===== config.mk =====
export PLATFORM = sky130hd
export DESIGN_NAME = hd_decoder
export DESIGN_NICKNAME = d
export VERILOG_FILES = /design/src/rtl/hd_pkg.sv /design/src/rtl/hd_syndrome.sv /design/src/rtl/hd_fix.sv /design/src/rtl/hd_outreg.sv /design/src/rtl/hd_decoder.sv
export SDC_FILE = /design/constraint.sdc
export NUM_CORES = 1
export LEC_CHECK = 0
export ABC_AREA = 0
export BUFFER_PORTS_ARGS = -buffer_cell sky130_fd_sc_hd__buf_2
export CORE_AREA = 4 4 45 47
export DETAILED_ROUTE_END_ITERATION = 7
export DIE_AREA = 0 0 49 51
export PLACE_DENSITY = 0.74
export SYNTH_ARGS = -nofsm -noshare
export SYNTH_HDL_FRONTEND = slang
export SYNTH_HIERARCHICAL = 1
export SYNTH_SLANG_ARGS = --single-unit

===== constraint.sdc =====
create_clock -name clk -period 0.8 [get_ports clk]
set_input_delay 0.12 -clock clk [delete_from_list [all_inputs] [get_ports clk]]
set_output_delay 0.12 -clock clk [all_outputs]
set_load 0.02 [all_outputs]

===== src/rtl/hd_pkg.sv =====
package hd_pkg;

  // Smallest r with 2^r >= msg_w + r + 1
  function automatic int chk_bits(input int msg_w);
    int r;
    r = 31;
    for (int k = 30; k >= 1; k--) begin
      if ((64'd1 << k) >= 64'(msg_w) + 64'(k) + 64'd1) r = k;
    end
    return r;
  endfunction

  // Hamming position (1-based) of message bit i: skips the powers of two
  function automatic int data_pos(input int i);
    int p;
    p = i + 1;
    for (int k = 0; k < 16; k++) begin
      if ((1 << k) <= p) p++;
    end
    return p;
  endfunction

endpackage


===== src/rtl/hd_syndrome.sv =====
module hd_syndrome
  import hd_pkg::*;
#(
  parameter int MSG_W = 8,
  parameter int R     = 4,
  parameter bit XPAR  = 1'b1,
  localparam int CHK_W = R + int'(XPAR)
) (
  input  logic [MSG_W-1:0] msg,
  input  logic [CHK_W-1:0] chk,
  output logic [R-1:0]     syn,
  output logic             par_bad
);

  // One parity-check row per syndrome bit
  for (genvar j = 0; j < R; j++) begin : g_row
    logic [MSG_W-1:0] sel;
    for (genvar i = 0; i < MSG_W; i++) begin : g_bit
      localparam int POS = data_pos(i);
      if (((POS >> j) & 1) != 0) begin : g_on
        assign sel[i] = msg[i];
      end else begin : g_off
        assign sel[i] = 1'b0;
      end
    end
    assign syn[j] = chk[j] ^ (^sel);
  end

  if (XPAR) begin : g_xp
    assign par_bad = ^{chk, msg};
  end else begin : g_nxp
    assign par_bad = 1'b0;
  end

endmodule


===== src/rtl/hd_fix.sv =====
module hd_fix
  import hd_pkg::*;
#(
  parameter int MSG_W = 8,
  parameter int R     = 4,
  parameter bit XPAR  = 1'b1,
  parameter bit CORR  = 1'b1
) (
  input  logic [MSG_W-1:0] msg,
  input  logic [R-1:0]     syn,
  input  logic             par_bad,
  output logic [MSG_W-1:0] msg_out,
  output logic             fixed,
  output logic             err
);

  logic syn_nz;
  assign syn_nz = |syn;

  if (!CORR) begin : g_detect
    assign msg_out = msg;
    assign fixed   = 1'b0;
    assign err     = syn_nz | par_bad;
  end else begin : g_correct
    localparam logic [R-1:0] TOP = R'(data_pos(MSG_W - 1));
    logic [MSG_W-1:0] flip;
    logic             in_range;
    logic             single;

    for (genvar i = 0; i < MSG_W; i++) begin : g_flip
      localparam logic [R-1:0] PV = R'(data_pos(i));
      assign flip[i] = (syn == PV);
    end

    assign in_range = (syn <= TOP);
    // With the overall bit, an odd count of flips marks a correctable word
    assign single = XPAR ? par_bad : syn_nz;

    always_comb begin
      msg_out = msg;
      fixed   = 1'b0;
      err     = 1'b0;
      if (single) begin
        if (!syn_nz) begin
          fixed = 1'b1;
        end else if (in_range) begin
          fixed   = 1'b1;
          msg_out = msg ^ flip;
        end else begin
          err = 1'b1;
        end
      end else if (syn_nz) begin
        err = 1'b1;
      end
    end
  end

endmodule


===== src/rtl/hd_outreg.sv =====
module hd_outreg #(
  parameter int MSG_W = 8
) (
  input  logic             clk,
  input  logic             rst,
  input  logic             en,
  input  logic [MSG_W-1:0] d_msg,
  input  logic             d_fixed,
  input  logic             d_err,
  output logic             q_valid,
  output logic [MSG_W-1:0] q_msg,
  output logic             q_fixed,
  output logic             q_err
);

  always_ff @(posedge clk or posedge rst) begin
    if (rst) begin
      q_valid <= 1'b0;
      q_msg   <= '0;
      q_fixed <= 1'b0;
      q_err   <= 1'b0;
    end else if (!en) begin
      q_valid <= 1'b0;
      q_msg   <= '0;
      q_fixed <= 1'b0;
      q_err   <= 1'b0;
    end else begin
      q_valid <= 1'b1;
      q_msg   <= d_msg;
      q_fixed <= d_fixed;
      q_err   <= d_err;
    end
  end

endmodule


===== src/rtl/hd_decoder.sv =====
module hd_decoder
  import hd_pkg::*;
#(
  parameter int MSG_W = 8,
  parameter bit XPAR  = 1'b1,
  parameter bit CORR  = 1'b1,
  localparam int R     = chk_bits(MSG_W),
  localparam int CHK_W = R + int'(XPAR)
) (
  input  logic             clk,
  input  logic             rst,
  input  logic             in_valid,
  input  logic [MSG_W-1:0] in_msg,
  input  logic [CHK_W-1:0] in_chk,
  output logic             out_valid,
  output logic [MSG_W-1:0] out_msg,
  output logic             out_fixed,
  output logic             out_err
);

  logic [R-1:0]     syn;
  logic             par_bad;
  logic [MSG_W-1:0] dec_msg;
  logic             dec_fixed;
  logic             dec_err;

  hd_syndrome #(.MSG_W(MSG_W), .R(R), .XPAR(XPAR)) u_syn (
    .msg     (in_msg),
    .chk     (in_chk),
    .syn     (syn),
    .par_bad (par_bad)
  );

  hd_fix #(.MSG_W(MSG_W), .R(R), .XPAR(XPAR), .CORR(CORR)) u_fix (
    .msg     (in_msg),
    .syn     (syn),
    .par_bad (par_bad),
    .msg_out (dec_msg),
    .fixed   (dec_fixed),
    .err     (dec_err)
  );

  hd_outreg #(.MSG_W(MSG_W)) u_out (
    .clk     (clk),
    .rst     (rst),
    .en      (in_valid),
    .d_msg   (dec_msg),
    .d_fixed (dec_fixed),
    .d_err   (dec_err),
    .q_valid (out_valid),
    .q_msg   (out_msg),
    .q_fixed (out_fixed),
    .q_err   (out_err)
  );

endmodule


* Yosys cells after proc, flatten, opt, wreduce, memory -nomap -nowiden
Cells that the tools add are included.
Word-level totals: flip-flop bits (word level) 11
Operators by class: $lt $le $gt $ge 1, equality and inequality tests 8, mux-type cells 14, bitwise gates (word level) 5, reductions and logical operators 6
Operators with widths (count):
- 8-bit two-way mux | 4
- 8-bit XOR reduction | 4
- 4-bit equality test, second input constant | 4
- 13-bit XOR reduction | 1
- 4-bit by 3-bit equality test with 1-bit output, second input constant | 3
- 1-bit two-way mux | 10
- 8-bit bitwise XOR | 1
- 4-bit by 2-bit equality test with 1-bit output, second input constant | 1
- 4-bit less-or-equal comparator, second input constant | 1
- 4-bit OR reduction | 1
- 1-bit bitwise XOR | 4

* Longest topological paths before layout
Gate-level depths: netlist of run 1.
word-level depth 8, gate-level depth with buffers 7

* Cells and area by module
Netlist of run 1, hierarchy kept.
By module, submodules not included:
- hd_outreg | instances 1, cells an instance 22, area each 341.6 sq um, sequential area each 275.3 sq um
- hd_syndrome | instances 1, cells an instance 17, area each 217.7 sq um, sequential area each 0.0 sq um
- hd_fix | instances 1, cells an instance 26, area each 188.9 sq um, sequential area each 0.0 sq um

* Least setup slack after synthesis of run 1
No wires, ideal clock.
kind input port to flip-flop, start point input in_msg[5], end point register u_out.q_msg[0], setup time 0.119 ns, arrival 1.806 ns, required time 0.681 ns, setup slack -1.125 ns, cell stages on the path 7, path buffers 0, cells stage by stage xnor3_1 xnor2_2 xnor3_1 nand3_1 nor3_2 xor2_1 and2_1
On the way: longest elaborated chain between the ends 8, elaborated cells between the ends (all ways) 13, those cells by class 1 x order compare; 1 x eq/ne; 4 x mux; 3 x bitwise; 4 x reduce/logical
Ends and longest elaborated chain:
- start: declaration | RTL line hd_decoder.sv:13 | input logic [MSG_W-1:0] in_msg,
- 8-bit XOR reduction (*) | RTL line hd_syndrome.sv:26 | assign syn[j] = chk[j] ^ (^sel);
- 1-bit bitwise XOR (*) | RTL line hd_syndrome.sv:26
- named net syn[3] | RTL line hd_decoder.sv:21 | logic [R-1:0] syn;
- branches (longest 3 deep; another with 4-bit less-or-equal comparator)
- 8-bit two-way mux (*) | RTL line hd_fix.sv:44 | if (!syn_nz) begin
- 8-bit two-way mux (*) | RTL line hd_fix.sv:43 | if (single) begin
- named net dec_msg[0] | RTL line hd_decoder.sv:23 | logic [MSG_W-1:0] dec_msg;
- 8-bit two-way mux (*) | RTL line hd_outreg.sv:22 | end else if (!en) begin
- end signal: assignment | RTL line hd_outreg.sv:29 | q_msg <= d_msg;
- end: declaration | RTL line hd_outreg.sv:11 | output logic [MSG_W-1:0] q_msg,
Mark *: on every way through the listed nets, which the timed path passes.

* Final worst setup path of run 1
start point input in_chk[2], end point register u_out.q_msg[7]
On the way: elaborated cells between the ends (all ways) 10, those cells by class 1 x order compare; 1 x eq/ne; 4 x mux; 2 x bitwise; 2 x reduce/logical
RTL lines:
- start: declaration | RTL line hd_decoder.sv:14 | input logic [CHK_W-1:0] in_chk,
- 13-bit XOR reduction | RTL line hd_syndrome.sv:30 | assign par_bad = ^{chk, msg};
- named net par_bad | RTL line hd_decoder.sv:22 | logic par_bad;
- 8-bit two-way mux | RTL line hd_fix.sv:43
- named net dec_msg[7] | RTL line hd_decoder.sv:23
- 8-bit two-way mux | RTL line hd_outreg.sv:22
The timed path passes the listed nets, and every way through them passes these cells.

==> impl_results.md, run 1 <==
* Max-Cap Viols at 0
* CTS tree: yes
* Die area at 0.00250 mm²
* Largest family of logic cells by synthesized area: XOR/XNOR gates
* Number of port buffers at 26
* Multi-input gate area at 544 µm²
* Vias in the first global route at 577
* Residual DRC count at 0
* RSZ-0062 raised after global routing: true
* Routed length per placed instance at 11.3 µm
* Clk buf depth at 2
* HP Class: input port to flip-flop
* WL final at 1490 µm
* Failing checks: negative setup slack
* Worst Hold Margin at 64.1 ps
* Vias at 597
* Met2 Use GR at 0.226
* Largest cells by area after synthesis: dfrtp_1 (37%), xnor2_1 (14%), xor2_1 (9.4%), and2_1 (8.4%), xnor3_1 (6.0%)
* Area added between synthesis and finish at 67.2%
* Crit-path max FO at 4
* Final min period at 1540 ps
* Depth of the CTS H-tree at 1
* Initial Utilization at 0.453
* Setup WS post-layout at -737 ps
* Initial antenna violation count at 0
* First-pass DRT Iterations at 4
* Largest net degree at the start of global routing at 12
* Fmax at 0.651 GHz
* First-pass GRT wire length at 2330 µm
* Cell accounting for the most synthesized area: dfrtp_1
* Top post-synthesis cells by count: xnor2_1 (12), dfrtp_1 (11), and2_1 (10)
* # diodes at 0
* Total power at 2550 µW
* Dominant synthesized flop cell: dfrtp_1
* Hold_sp: in_valid
* Fin nets at 132
* Die W at 49 µm
* Storage cell area at 275 µm²
* 1st-iter DRT viols at 1
* Global route hottest layer: met2
* Flops & latches, synth at 11
* Fillers at 118
* Post-synth design cell area at 748 µm²
* Share of cells above drive strength 1 at 0.565
* Final setup fails at 21
* Die Y at 51 µm
* Detailed-placement wirelength estimate at 1190 µm
* Post-synthesis mux area share at 0
* Synth top area share at 0.368
* Total GRT Usage at 0.117
* Clk sinks at 11
* M1 GR Usage at 0.124
* Critical Path RT at 950 ps
* Overflow after GRT at 0
* CTS root buffer: clkbuf_4
* Clock transition at the registers of the reported paths at 60 ps
* Post-synth EDFFs at 0
* Simple-gate share of the synthesized area at 0.226
* Met3 usage at 0.0233
* LEAKAGE at 0.000617 µW
* Worst setup SP type: input port
* Crit share post-route at 1.92
* Compound-gate portion of the synthesized area at 0.0167
* Arrival time worst endpoint at 1680 ps
* Mapped Nets at 81
* Syn Area/Cell at 11.5 µm²
* Async S/R FF share, synth at 1.00
* Status: finished with violations
* # rows at 15
* Seq/Total Area, Yosys at 0.368
* Distinct cells, synth at 18
* Post-Synth Adder-Cell Area at 0
* Yosys warnings at 6
* Cell Pwr Density at 2030 mW/mm²
* Post-Synthesis Cells at 65
* IO Pins at 27
* Via density at 4.52
* Final Hold Viols at 0
* Setup TNS at -7920 ps
* VDD IR max at 1.06 mV
* Final ANT Viol Nets at 0
* Synth Area in XOR/XNOR at 0.385
* Num CTS Buffers at 3
* Setup crit end kind: flip-flop
* Critical Path Start: in_chk[2]
* Worst rel slew slack at 0.747
* Slew Limit Fails at 0
* Critical path type: input port to flip-flop
* Count leader, synth: xnor2_1
* Worst-margin pin slew at 379 ps
* Final GP Congestion at 0.755
* Core ar. at 0.00165 mm²
## state kept, by name, indices dropped and copies added, names as in the netlist
register,flops
u_out/q_err,1
u_out/q_valid,1
u_out/q_fixed,1
u_out/q_msg,8
## per-stage QoR
| stage | instances | instance area, µm² | util | setup WS, ps |
|---|---|---|---|---|
| 3_3_place_gp | 126 | 1050 | 0.639 | -1070 |
| 2_1_floorplan | 65 | 768 | - | -955 |
| 4_1_cts | 132 | 1180 | 0.717 | -792 |
| 6_report | 132 | 1250 | 0.758 | -737 |
| 3_5_place_dp | 126 | 1050 | 0.639 | -1130 |
| 5_1_grt | 132 | 1250 | 0.758 | -783 |
## critical path, stage by stage
cell	delay [ps]
buf_8	100
xnor2_4	170
xor3_1	350
xnor3_2	440
buf_4	170
nand4_1	110
xnor2_1	70
and2_1	150
## power breakdown
group	leakage [µW]	switching (µW)	total (µW)	internal, µW
Sequential	0.000141	36.7	676	639
Combinational	0.000462	714	1520	810
Clock	0.0000150	154	346	192
## logic make-up after synthesis
| kind of cell | count (synthesis) |
|---|---|
| and+or+nand+nor | 26 |
| buffers and inverters | 1 |
| AOI/OAI and AO/OA | 2 |
| xor gates and xnor gates | 25 |
| DFF | 11 |
## final cells by class
class | count | area share
inverter | 1 | 0.00300
tap | 17 | 0.0170
sequential | 11 | 0.220
multi-input combinational | 53 | 0.435
clock buffer | 4 | 0.0210
timing repair buffer | 46 | 0.304
## placed cells by master (no fill, tap or decap), types with 2 or more instances in the layout
cell type  count
nand2b_4       2
buf_6         14
buf_2         11
xor2_1         7
nor3_2         2
dfrtp_1       11
xnor2_2        2
and2_1        10
buf_4         19
xnor2_1        9
xnor2_4        2
nor2_1         5
xnor3_2        2
clkbuf_4       3
## what timing repair did
action,4_1_cts,5_1_grt
setup buffers,1,0
setup endpoints to repair,21,21
resized for setup,26,11
hold endpoints to repair,11,0
pin swaps,14,7
hold buffers,1,0
## final timing paths
| kind | slack [ps] | cells after the start | end |
|---|---|---|---|
| setup / recovery | -740 | 8 | u_out/q_msg[7]$_DFF_PP0_ |
| hold / removal | 60 | 1 | u_out/q_valid$_DFF_PP0_ |
| max in group asynchronous | 150 | 3 | u_out/q_msg[4]$_DFF_PP0_ |
| min in group asynchronous | 380 | 3 | u_out/q_msg[0]$_DFF_PP0_ |
## metal layers
metal	up-vias	wire length, µm
met4	0	7
met2	18	841
met1	271	557
met5	-	0
li1	306	-
met3	2	87
Power figures use the tool's default switching activity.
==> inputs of run 2 (changes only) <==
--- a/config.mk
+++ b/config.mk
@@ -7,10 +7,11 @@
 export LEC_CHECK = 0
 export ABC_AREA = 0
 export BUFFER_PORTS_ARGS = -buffer_cell sky130_fd_sc_hd__buf_2
-export CORE_AREA = 4 4 45 47
+export CAP_MARGIN = 20
+export CORE_AREA = 4 4 44 46
 export DETAILED_ROUTE_END_ITERATION = 7
-export DIE_AREA = 0 0 49 51
-export PLACE_DENSITY = 0.74
+export DIE_AREA = 0 0 48 50
+export PLACE_DENSITY = 0.78
 export SYNTH_ARGS = -nofsm -noshare
 export SYNTH_HDL_FRONTEND = slang
 export SYNTH_HIERARCHICAL = 1
==> constraint.sdc (replaced) <==
create_clock -name clk -period 1.78 [get_ports clk]
set_input_delay 0.267 -clock clk [delete_from_list [all_inputs] [get_ports clk]]
set_output_delay 0.267 -clock clk [all_outputs]
set_load 0.02 [all_outputs]
==> impl_results.md, run 2 (synthesis gave the netlist of run 1 again) <==
* Status: finished, final reports clean
* Routed length per placed instance at 12.0 µm
* HP Class: input port to flip-flop
* Worst setup endpoint: u_out/q_msg[5]$_DFF_PP0_
* Share of cells above drive strength 1 at 0.554
* CTS root buffer: clkbuf_4
* Switching share of power at 0.366
* Max-Cap Viols at 0
* Fin nets at 129
* Hold path depth at 1
* Core ar. at 0.00151 mm²
* Sequential share of power at 0.283
* Die area at 0.00240 mm²
* Worst setup SP type: input port
* Critical Path Start: in_chk[1]
* Crit share post-route at 0.988
* IO Pins at 27
* # diodes at 0
* Vias in the first global route at 600
* Area after DPL at 0.00104 mm²
* Top reg by flops: u_out/q_msg
* Worst Hold Margin at 215 ps
* Initial Utilization at 0.497
* Die W at 48 µm
* # rows at 14
* Clk sinks at 11
* Residual DRC count at 0
* Fmax at 0.569 GHz
* Setup TNS at 0 ps
* Slew Limit Fails at 0
* LEAKAGE at 0.000583 µW
* Multi-input gate area at 523 µm²
* Layout Utilization at 0.753
* Most frequent cells in the layout: buf_2 (22), buf_4 (16), dfrtp_1 (11)
* Final min period at 1760 ps
* Area added between synthesis and finish at 51.7%
* Crit-path max FO at 5
* Overflow after GRT at 0
* 1st-iter DRT viols at 3
* First-pass DRT Iterations at 2
* Vias at 593
* First-pass GRT wire length at 2480 µm
* Num CTS Buffers at 3
* Detailed-placement wirelength estimate at 1280 µm
* Final ANT Viol Nets at 0
* Total GRT Usage at 0.145
* Non-Filler Cell Area, Final at 0.00113 mm²
* Cell Pwr Density at 916 mW/mm²
* Setup bufs post-CTS at 0
* Arrival time worst endpoint at 1900 ps
* Storage cell area at 275 µm²
* Sw Pwr at 381 µW
* Final Hold Viols at 0
* Most common cell after layout, fill and taps aside: buf_2
* Critical path type: input port to flip-flop
* Final setup fails at 0
* Worst-margin pin slew at 382 ps
* CTS tree: yes
* Clock power frac at 0.151
* Max reg flops at 8
* Number of port buffers at 26
* Internal at 659 µW
* Clock transition at the registers of the reported paths at 70 ps
* RSZ-0062 raised after global routing: true
* WL final at 1540 µm
* Worst rel slew slack at 0.745
* Initial antenna violation count at 0
* Via density at 4.63
* Largest net degree at the start of global routing at 12
* Depth of the CTS H-tree at 1
* Combinational fraction of design power at 0.567
* VDD IR max at 0.436 mV
* Final GP Congestion at 0.781
* Die Y at 50 µm
* Setup crit end kind: flip-flop
* Fillers at 123
* Clk buf depth at 2
* Critical Path RT at 1930 ps
## run 2: worst min path at each step
stage | from | to | slack [ps]
after floorplan | rst | u_out/q_err$_DFF_PP0_ | 120
after global placement | rst | u_out/q_valid$_DFF_PP0_ | 250
after detailed placement | rst | u_out/q_msg[5]$_DFF_PP0_ | 260
after CTS | in_valid | u_out/q_valid$_DFF_PP0_ | 210
after global routing | in_valid | u_out/q_valid$_DFF_PP0_ | 220
final | in_valid | u_out/q_valid$_DFF_PP0_ | 220
## run 2: stage by stage
step | total power (µW) | cells | setup slack (ps)
global placement | 838 | 123 | -247
detailed placement | 859 | 123 | -361
floorplan | 663 | 65 | -122
CTS | 1030 | 128 | -2.97
finish | 1040 | 128 | 21.9
global route | 1110 | 128 | -8.11
## run 2: what timing repair did
action,4_1_cts,5_1_grt
pin swaps,7,9
hold buffers,1,0
endpoints found under the hold margin,11,0
resized for setup,5,6
setup endpoints to repair,7,9
## run 2: layout make-up
| class | count | share of cell area |
|---|---|---|
| multi-input combinational | 53 | 0.461 |
| clock buffer | 3 | 0.0198 |
| tap | 16 | 0.0176 |
| sequential | 11 | 0.243 |
| timing repair buffer | 43 | 0.251 |
| clock inverter | 1 | 0.00441 |
| inverter | 1 | 0.00331 |
## run 2: power by group through the flow
stage	clock network, µW	logic [µW]	registers, µW
after detailed placement	0	560	299
after global placement	0	540	298
after CTS	160	580	295
final	157	589	294
after floorplan	0	312	351
after global routing	175	637	298
## run 2: layer usage
layer | vias to the layer above | track usage | wire, µm
met3 | 2 | 0.0109 | 118
met5 | - | 0 | 0
met4 | 0 | 0.0404 | 15
li1 | 299 | - | -
met1 | 271 | 0.153 | 533
met2 | 21 | 0.280 | 867
## run 2: critical path, stage by stage
cell,delay [ps]
buf_6,90
xor2_2,170
xor3_1,390
xnor3_2,460
nand3b_1,170
nor2_1,70
xor2_1,150
and2_1,140
==> inputs of run 3 (changes only) <==
--- a/config.mk
+++ b/config.mk
@@ -11,6 +11,7 @@
 export CORE_AREA = 4 4 44 46
 export DETAILED_ROUTE_END_ITERATION = 7
 export DIE_AREA = 0 0 48 50
+export MAX_ROUTING_LAYER = met4
 export PLACE_DENSITY = 0.78
 export SYNTH_ARGS = -nofsm -noshare
 export SYNTH_HDL_FRONTEND = slang
==> constraint.sdc (replaced) <==
create_clock -name clk -period 2.1 [get_ports clk]
set_input_delay 0.315 -clock clk [delete_from_list [all_inputs] [get_ports clk]]
set_output_delay 0.315 -clock clk [all_outputs]
set_load 0.02 [all_outputs]
==> impl_results.md, run 3 (synthesis gave the netlist of run 1 again) <==
* Worst path top cell family by delay: XOR/XNOR gates
* Most frequent cells in the layout: buf_2 (26), xnor2_1 (12), dfrtp_1 (11)
* Total GRT Usage at 0.122
* Most frequent CP cell: xnor3_1
* # diodes at 0
* Overflow after GRT at 0
* Fmax at 0.547 GHz
* Area after DPL at 940 µm²
* Setup crit end kind: flip-flop
* Post-CTS sizing at 0
* Crit path max-delay cell type: xnor3_1
* Routed length per placed instance at 10.7 µm
* Slew Limit Fails at 0
* # rows at 14
* RSZ-0062 raised after global routing: false
* Layout Utilization at 0.641
* Setup TNS at 0 ps
* Initial Utilization at 0.497
* CTS Hold Bufs at 0
* Fillers at 123
* Largest net degree at the start of global routing at 12
* Total power at 802 µW
* Num CTS Buffers at 3
* CTS tree: yes
* Crit share post-route at 0.870
* Most common cell after layout, fill and taps aside: buf_2
* Fin nets at 116
* Die W at 48 µm
* Number of port buffers at 26
* Cell Pwr Density at 830 mW/mm²
* Via density at 4.69
* Critical Path RT at 2250 ps
* Initial antenna violation count at 0
* Die Y at 50 µm
* Vias in the first global route at 523
* LEAKAGE at 0.000489 µW
* Vias at 539
* Non-Filler Cell Area, Final at 966 µm²
* Critical path type: input port to flip-flop
* WL final at 1230 µm
* Worst rel slew slack at 0.687
* Residual DRC count at 0
* Final GP Congestion at 0.892
* First-pass GRT wire length at 2070 µm
* CTS root buffer: clkbuf_4
* Top reg by flops: u_out/q_msg
* IO Pins at 27
* Worst path cell trace: buf_2 -> xnor3_1 -> xnor2_4 -> xnor3_1 -> nand3_1 -> nor2_1 -> xor2_1 -> and2_1
* Final ANT Viol Nets at 0
* Clock transition at the registers of the reported paths at 60 ps
* Setup bufs post-CTS at 0
* Worst setup SP type: input port
* Clk sinks at 11
* Final min period at 1830 ps
* Worst-margin pin slew at 466 ps
* Depth of the CTS H-tree at 1
* Max reg flops at 8
* WP buf/inv at 1
* 1st-iter DRT viols at 1
* Area added between synthesis and finish at 29.1%
* First-pass DRT Iterations at 2
* Final setup fails at 0
* Die area at 0.00240 mm²
* Max stage delay on crit path at 410 ps
* Arrival time worst endpoint at 1980 ps
* Clk buf depth at 2
* HP Class: input port to async pin
* Crit-path max FO at 4
* VDD IR max at 0.477 mV
* Status: finished, final reports clean
* Final Hold Viols at 0
* Max-Cap Viols at 0
* Core ar. at 0.00151 mm²
* Share of cells above drive strength 1 at 0.404
## run 3: cell count changes in the layout (fill, tap and decap cells not counted), sizes merged
cell / before / now
buf: 42 / 30
clkbuf: 3 / 4
clkinv: 1 / 0
dlygate4sd3: 1 / 0
## run 3: final timing paths
kind,from,endpoint,slack [ps],depth (start not counted)
worst max-delay path,in_msg[7],u_out/q_msg[3]$_DFF_PP0_,270,8
worst min-delay path,rst,u_out/q_msg[2]$_DFF_PP0_,20,2
max in group asynchronous,rst,u_out/q_msg[5]$_DFF_PP0_,1800,2
min in group clk,in_valid,u_out/q_valid$_DFF_PP0_,260,1
## run 3: metal layers
layer  up-vias  GRT usage  wire length, µm
met1       244      0.132              481
met3         2     0.0109              114
met5         -          -                0
met2        20      0.198              627
li1        273          -                -
met4         0     0.0807                8
## run 3: cell type report
class / instances / area, µm² / share of cell area
clock buffer: 4 / 26.3 / 0.0272
multi-input combinational: 53 / 480 / 0.497
inverter: 1 / 3.75 / 0.00389
tap: 16 / 20.0 / 0.0207
timing repair buffer: 30 / 160 / 0.166
sequential: 11 / 275 / 0.285
## run 3: where the power goes
part | leakage, µW | switching, µW | internal [µW]
Clock | 0.0000150 | 59.4 | 73.2
Sequential | 0.000141 | 5.41 | 243
Combinational | 0.000333 | 223 | 198
Total | 0.000489 | 287 | 514
## run 3: metrics by stage
stage	instances	setup WS [ps]	hold slack, ps
detailed placement	111	-10.4	309
global placement	111	46.3	300
CTS	115	276	21.7
finish	115	273	21.9
floorplan	65	40.0	167
global route	115	120	54.5
